`src/rtl/seg_pkg.sv`:
```
package seg_pkg;
  typedef enum logic [0:0] {
    ST_IDLE = 1'b0,
    ST_RUN  = 1'b1
  } ctrlState_e;

  typedef struct packed {
    logic load;
    logic advance;
  } segStrobe_t;
endpackage

```
`src/rtl/seg_ctrl.sv`:
```
module seg_ctrl
  import seg_pkg::*;
(
  input  logic       clk,
  input  logic       rstN,
  input  logic       reqValid,
  input  logic       reqEmpty,
  input  logic       segReady,
  input  logic       lastSeg,
  output logic       reqReady,
  output logic       segValid,
  output segStrobe_t strobe
);
  ctrlState_e state, stateNext;

  always_comb begin
    stateNext      = state;
    strobe.load    = 1'b0;
    strobe.advance = 1'b0;
    unique case (state)
      ST_IDLE: begin
        if (reqValid && !reqEmpty) begin
          strobe.load = 1'b1;
          stateNext   = ST_RUN;
        end
      end
      ST_RUN: begin
        if (segReady) begin
          strobe.advance = 1'b1;
          if (lastSeg) stateNext = ST_IDLE;
        end
      end
      default: stateNext = ST_IDLE;
    endcase
  end

  always_ff @(posedge clk or negedge rstN) begin
    if (!rstN) state <= ST_IDLE;
    else       state <= stateNext;
  end

  assign reqReady = (state == ST_IDLE);
  assign segValid = (state == ST_RUN);
endmodule

```
`src/rtl/seg_dp.sv`:
```
module seg_dp
  import seg_pkg::*;
#(
  parameter int ADDR_W    = 32,
  parameter int LEN_W     = 16,
  parameter int BLK_BYTES = 32,
  parameter int PIECE_MAX = 4
) (
  input  logic              clk,
  input  logic              rstN,
  input  segStrobe_t        strobe,
  input  logic [ADDR_W-1:0] reqAddr,
  input  logic [LEN_W-1:0]  reqLen,
  input  logic              reqNoBurst,
  output logic              reqEmpty,
  output logic              segBurst,
  output logic              segBounce,
  output logic [ADDR_W-1:0] segAddr,
  output logic [LEN_W-1:0]  segLen,
  output logic              lastSeg
);
  localparam int OFS_W     = $clog2(BLK_BYTES);
  localparam int PIECE_LOG = $clog2(PIECE_MAX);
  localparam logic [LEN_W-1:0] BLK_LEN = LEN_W'(BLK_BYTES);

  // Request decode, evaluated in the accept cycle
  logic [OFS_W-1:0] startOfs, headOfs, tailOfs;
  logic [LEN_W-1:0] headLen, tailLen, midLen;
  logic             useBurst, useBounce;

  always_comb begin
    startOfs  = reqAddr[OFS_W-1:0];
    headOfs   = OFS_W'(~startOfs + 1'b1);
    tailOfs   = startOfs + reqLen[OFS_W-1:0];
    headLen   = LEN_W'(headOfs);
    tailLen   = LEN_W'(tailOfs);
    useBurst  = !reqNoBurst && (reqLen >= BLK_LEN);
    midLen    = reqLen - headLen - tailLen;
    useBounce = useBurst && (midLen == '0);
  end

  assign reqEmpty = (reqLen == '0);

  // Per-phase remaining counters
  logic [ADDR_W-1:0] curAddr;
  logic [LEN_W-1:0]  remHead, remMid, remTail;
  logic              bounceHeld;

  logic              inHead, inMid;
  logic [LEN_W-1:0]  curRem, pieceLen;

  function automatic logic [LEN_W-1:0] pieceFor(input logic [LEN_W-1:0] rem);
    logic [LEN_W-1:0] r;
    r = LEN_W'(1);
    for (int k = 0; k <= PIECE_LOG; k++) begin
      if (LEN_W'(1 << k) <= rem) r = LEN_W'(1 << k);
    end
    return r;
  endfunction

  always_comb begin
    inHead   = (remHead != '0);
    inMid    = !inHead && (remMid != '0);
    curRem   = inHead ? remHead : (inMid ? remMid : remTail);
    pieceLen = pieceFor(curRem);
    segLen   = inMid ? remMid : pieceLen;
    segBurst = inMid;
    segBounce = inMid && bounceHeld;
    segAddr  = curAddr;
    if (segLen != curRem)  lastSeg = 1'b0;
    else if (inHead)       lastSeg = (remMid == '0) && (remTail == '0);
    else if (inMid)        lastSeg = (remTail == '0);
    else                   lastSeg = 1'b1;
  end

  always_ff @(posedge clk or negedge rstN) begin
    if (!rstN) begin
      curAddr    <= '0;
      remHead    <= '0;
      remMid     <= '0;
      remTail    <= '0;
      bounceHeld <= 1'b0;
    end else if (strobe.load) begin
      curAddr <= reqAddr;
      if (!useBurst) begin
        remHead    <= reqLen;
        remMid     <= '0;
        remTail    <= '0;
        bounceHeld <= 1'b0;
      end else if (useBounce) begin
        remHead    <= '0;
        remMid     <= BLK_LEN;
        remTail    <= reqLen - BLK_LEN;
        bounceHeld <= 1'b1;
      end else begin
        remHead    <= headLen;
        remMid     <= midLen;
        remTail    <= tailLen;
        bounceHeld <= 1'b0;
      end
    end else if (strobe.advance) begin
      curAddr <= curAddr + ADDR_W'(segLen);
      if (inHead) begin
        remHead <= remHead - segLen;
      end else if (inMid) begin
        remMid     <= '0;
        bounceHeld <= 1'b0;
      end else begin
        remTail <= remTail - segLen;
      end
    end
  end
endmodule

```
`src/rtl/seg_planner.sv`:
```
module seg_planner
  import seg_pkg::*;
#(
  parameter int ADDR_W    = 32,
  parameter int LEN_W     = 16,
  parameter int BLK_BYTES = 32,
  parameter int PIECE_MAX = 4
) (
  input  logic              clk,
  input  logic              rstN,
  input  logic              reqValid,
  output logic              reqReady,
  input  logic [ADDR_W-1:0] reqAddr,
  input  logic [LEN_W-1:0]  reqLen,
  input  logic              reqNoBurst,
  output logic              segValid,
  input  logic              segReady,
  output logic              segBurst,
  output logic              segBounce,
  output logic [ADDR_W-1:0] segAddr,
  output logic [LEN_W-1:0]  segLen,
  output logic              segLast
);
  segStrobe_t strobe;
  logic       reqEmpty;
  logic       lastSeg;

  seg_ctrl u_ctrl (
    .clk      (clk),
    .rstN     (rstN),
    .reqValid (reqValid),
    .reqEmpty (reqEmpty),
    .segReady (segReady),
    .lastSeg  (lastSeg),
    .reqReady (reqReady),
    .segValid (segValid),
    .strobe   (strobe)
  );

  seg_dp #(
    .ADDR_W    (ADDR_W),
    .LEN_W     (LEN_W),
    .BLK_BYTES (BLK_BYTES),
    .PIECE_MAX (PIECE_MAX)
  ) u_dp (
    .clk        (clk),
    .rstN       (rstN),
    .strobe     (strobe),
    .reqAddr    (reqAddr),
    .reqLen     (reqLen),
    .reqNoBurst (reqNoBurst),
    .reqEmpty   (reqEmpty),
    .segBurst   (segBurst),
    .segBounce  (segBounce),
    .segAddr    (segAddr),
    .segLen     (segLen),
    .lastSeg    (lastSeg)
  );

  assign segLast = lastSeg;
endmodule

```
`config.mk`:
```
export PLATFORM = sky130hd
export DESIGN_NAME = seg_planner
export DESIGN_NICKNAME = d
export VERILOG_FILES = /design/src/rtl/seg_pkg.sv /design/src/rtl/seg_ctrl.sv /design/src/rtl/seg_dp.sv /design/src/rtl/seg_planner.sv
export SDC_FILE = /design/constraint.sdc
export NUM_CORES = 1
export LEC_CHECK = 0
export BUFFER_PORTS_ARGS = -buffer_cell sky130_fd_sc_hd__buf_2
export CORE_MARGIN = 2
export CORE_UTILIZATION = 35
export DETAILED_ROUTE_END_ITERATION = 8
export GPL_TIMING_DRIVEN = 1
export PLACE_DENSITY_LB_ADDON = 0.2
export SLEW_MARGIN = 20
export SYNTH_ARGS = -nofsm -noshare
export SYNTH_HDL_FRONTEND = slang
export SYNTH_HIERARCHICAL = 1
export SYNTH_SLANG_ARGS = --single-unit
```
`constraint.sdc`:
```
create_clock -name clk -period 7.2 [get_ports clk]
set_input_delay 0.72 -clock clk [delete_from_list [all_inputs] [get_ports clk]]
set_output_delay 0.72 -clock clk [all_outputs]
set_load 0.02 [all_outputs]
```
==> out/summary.md <==
VDD sags by at most 0.1264 mV. The final layout contains 1082 nets. The number of global-route vias before repair is 6405, and the clock period minus worst slack is 4.737 ns. The number of nets with antenna violations after detailed routing is 0.

After routing, the total negative slack on setup checks comes to 0 ns. TritonCTS built the clock tree. For this block, the initial DRC count from the detailed router was 386. Synthesis handed over a netlist of 870 instances. The tools report the antenna diode count as 0. 106 I/O pins were placed. For this run, the total global-route usage over all layers was measured as 20.12%. The most used flip-flop cell after synthesis is dfrtp_1. Total setup buffers inserted after CTS: 0. The DRC violation count after routing was 0. The category of the critical setup timing path was reg -> reg. From synthesis to final layout, the design area changed by 15.01%.

The synthesized design contains 0 enable-type register cells. The run gives 79 as the count of cell types in the netlist. The library cells used most frequently in the layout, excluding fill and tap cells, are 104 x buf_2, 89 x nand2_1, 82 x dfrtp_1, 61 x a21oi_1, 61 x ha_1. The biggest area contributor in the post-synthesis netlist is dfrtp_1. In this run the worst hold path is classified as in -> async. Walking the worst path, the cells encountered are nor4_4 > nand4_4 > nor2_4 > a31oi_1 > nand2_1 > nor2_1 > a22o_1 > ha_1 > fa_1 > a211o_2 > a211oi_1 > o21a_1 > or4_4 > a21oi_4 > o2111ai_1 > xnor2_1 > mux2_2.

The library cell used most frequently in the layout, excluding fill and tap cells, is buf_2. The total half-perimeter wirelength after legalization and detailed placement is 16610 um. Worst hold slack: 0.2723 ns. The cell family contributing the most delay on the critical path is compound AO/OA/AOI/OAI gates. For this block, the via count after detailed routing is 6702. For the number of buffers created by CTS, the log shows 9. For the pin with the worst max-slew slack, the measured transition is 0.8858 ns. The number of filler cells placed in the layout was 2093. The fraction of synthesis flops using an asynchronous set or reset pin was 100.0%. The analysis attributes to cell leakage a power of 3.894 nW. The library cell contributing the largest single delay on the critical path is nor2_4.

After synthesis, the cell types taking the most area are dfrtp_1 28%, ha_1 10%, nand2_1 4.6%. Clock network latency to the later pin of the worst-skew pair: 0.35 ns. After detailed routing, the average wire length per cell comes to 17.54 um. Setup slack on the critical path of the routed design comes to 2.463 ns. For the sequential-to-total area share from yosys stat, the log shows 28.16%. The tools report the final count of negative-setup-slack endpoints as 0. The initialized floorplan defines 52 standard-cell rows. STA classifies the critical path startpoint as a flip-flop.

The tools report the largest net degree at the start of global routing as 82. Once the floorplan was initialized, standard cells occupied 35.78% of the core. The core region is 20360 sq um. Combined buffer and inverter count along the critical path: 0. The number of endpoints with negative hold slack in the final report came out at 0. The first global-routing pass estimated 34970 um of wire. Dividing the detail-routed via count by the number of cells gives 5.427.

For the count of synthesis-stage warnings from yosys, the log shows 6. Input and output buffers added on the ports amount to 105. The number of buffers on the longest clock path is 2, and the share of layout cells above drive strength 1 is 16.37%. The highest achievable clock rate was 211.1 MHz; the mean post-synth cell area was 8.374 sq um. For this design the ratio of total power to cell area is 309.7 nW/um^2. The total global routing overflow came out at 0. CTS placed an instance of clkbuf_16 at the clock tree root. The first TritonRoute pass finished after 5 iterations. The share of the synthesized area in the top cell type is 28.16%. The worst slack at placement came out at 2.384 ns.

Of all nets on the critical path, the largest fanout is 23. The run gives 4.97 ns as the data arrival time at the worst-slack endpoint. The last weighted congestion value of the routability-driven placer came out at 0.8139. For the total wirelength of the detailed-routed design, the log shows 21670 um. The run gives 0 as the count of pins over their slew limit. Setup repair after global routing left no endpoint under its margin. The cell area after synthesis came out at 7286 sq um.

The run finished with clean final reports. Across the run, the number of max-cap violations was 0. Clock-pin slew was measured on the worst setup and hold paths at 0.07 ns. Total of cells resized after clock tree synthesis: 0.

Number of antenna violations at the first check in global routing: 0. From bottom edge to top edge, the die measures 148.3 um. The largest incremental delay on the critical path was 0.46 ns. The worst setup path is captured at a flip-flop.

The tools report the deepest level of the CTS H-tree as 3. For the post-layout instance count excluding filler cells, the log shows 1235. The worst pin sits at a relative slew slack of 40.94%. The overall die area is 21990 sq um. Die boundary width: 148.3 um.

The largest clock skew in the final design came out at 0.01092 ns. For the TritonCTS sink count, the log shows 82. The total of flip-flops plus latches after synthesis was 82. The data required time of the critical path came out at 7.44 ns. For the post-cts hold buffer count, the log shows 0. The fraction of the cycle the final worst path needs was 65.80%; the net count of the mapped netlist was 992.

The instance count after placement with tap cells included came out at 1219.
-- through the flow --
stage               power, mW  utilization, %  area (sq um)
floorplan               1.736               -          7286
global placement        2.084           39.61          8066
detailed placement      2.090           39.61          8066
CTS                     2.601           41.15          8379
global route            2.805           41.15          8379
finish                  2.595           41.15          8379
-- flip-flops by register name (all words and copies together) (netlist names) --
register and cells:
u_dp/remTail 16, u_ctrl/segValid 1, u_dp/segAddr 32, u_dp/bounceHeld 1, u_dp/remMid 16, u_dp/remHead 16
-- power by group --
| group | leakage (nW) | total [mW] | switching (mW) | internal [mW] |
|---|---|---|---|---|
| logic | 2.72 | 1.30 | 0.746 | 0.556 |
| clock network | 0.147 | 0.501 | 0.218 | 0.283 |
| registers | 1.03 | 0.792 | 0.180 | 0.612 |
| total | 3.89 | 2.59 | 1.14 | 1.45 |
-- area by class of cell --
cell class / instances / area (sq um) / share of cell area [%]
sequential: 82 / 2052 / 24.49
multi-input combinational: 712 / 4938 / 58.94
clock buffer: 10 / 239.0 / 2.852
timing repair buffer: 111 / 573.1 / 6.839
inverter: 44 / 165.2 / 1.971
clock inverter: 6 / 73.82 / 0.8810
tap: 270 / 337.8 / 4.032
-- logic make-up after synthesis --
kind of cell	Yosys count	share of synthesized area [%]
and+or+nand+nor	299	21.71
AOI/OAI and AO/OA	253	21.86
DFF	82	28.16
buffers and inverters	76	4.190
adders and majority gates	69	12.67
xor gates and xnor gates	67	8.054
muxes	24	3.349
-- layer usage --
| layer | vias to the layer above | share of wire, % | GRT usage (%) |
|---|---|---|---|
| li1 | 3351 | - | - |
| met1 | 3165 | 49 | 28.98 |
| met2 | 165 | 45 | 31.78 |
| met3 | 21 | 4.1 | 2.301 |
| met4 | 0 | 1.7 | 5.952 |
| met5 | - | 0 | 0 |
-- final timing paths --
check                              endpoint  depth (start not counted)  slack [ns]              from
min in group clk             u_dp/remMid[7]                          2        0.54    u_dp/remMid[7]
min                        u_dp/segAddr[11]                          1        0.27              rstN
max reg2reg                u_dp/segAddr[22]                         17        2.46  u_dp/remHead[10]
max                        u_dp/segAddr[22]                         17        2.46  u_dp/remHead[10]
min reg2reg                  u_dp/remMid[7]                          2        0.54    u_dp/remMid[7]
max in group asynchronous    u_dp/remMid[4]                          2        5.84              rstN
-- synthesized netlist by cell type (17+ instances only) --
| cell | number |
|---|---|
| xnor2_1 | 32 |
| nor2_1 | 57 |
| a21o_1 | 17 |
| xor2_1 | 35 |
| nor3_1 | 31 |
| inv_1 | 42 |
| a21oi_1 | 61 |
| ha_1 | 61 |
| nand2_1 | 89 |
| clkbuf_1 | 22 |
| nand3_1 | 25 |
| o21ai_0 | 61 |
| dfrtp_1 | 82 |
| mux2i_1 | 21 |
Note: power is estimated with default switching activity, not from simulation.
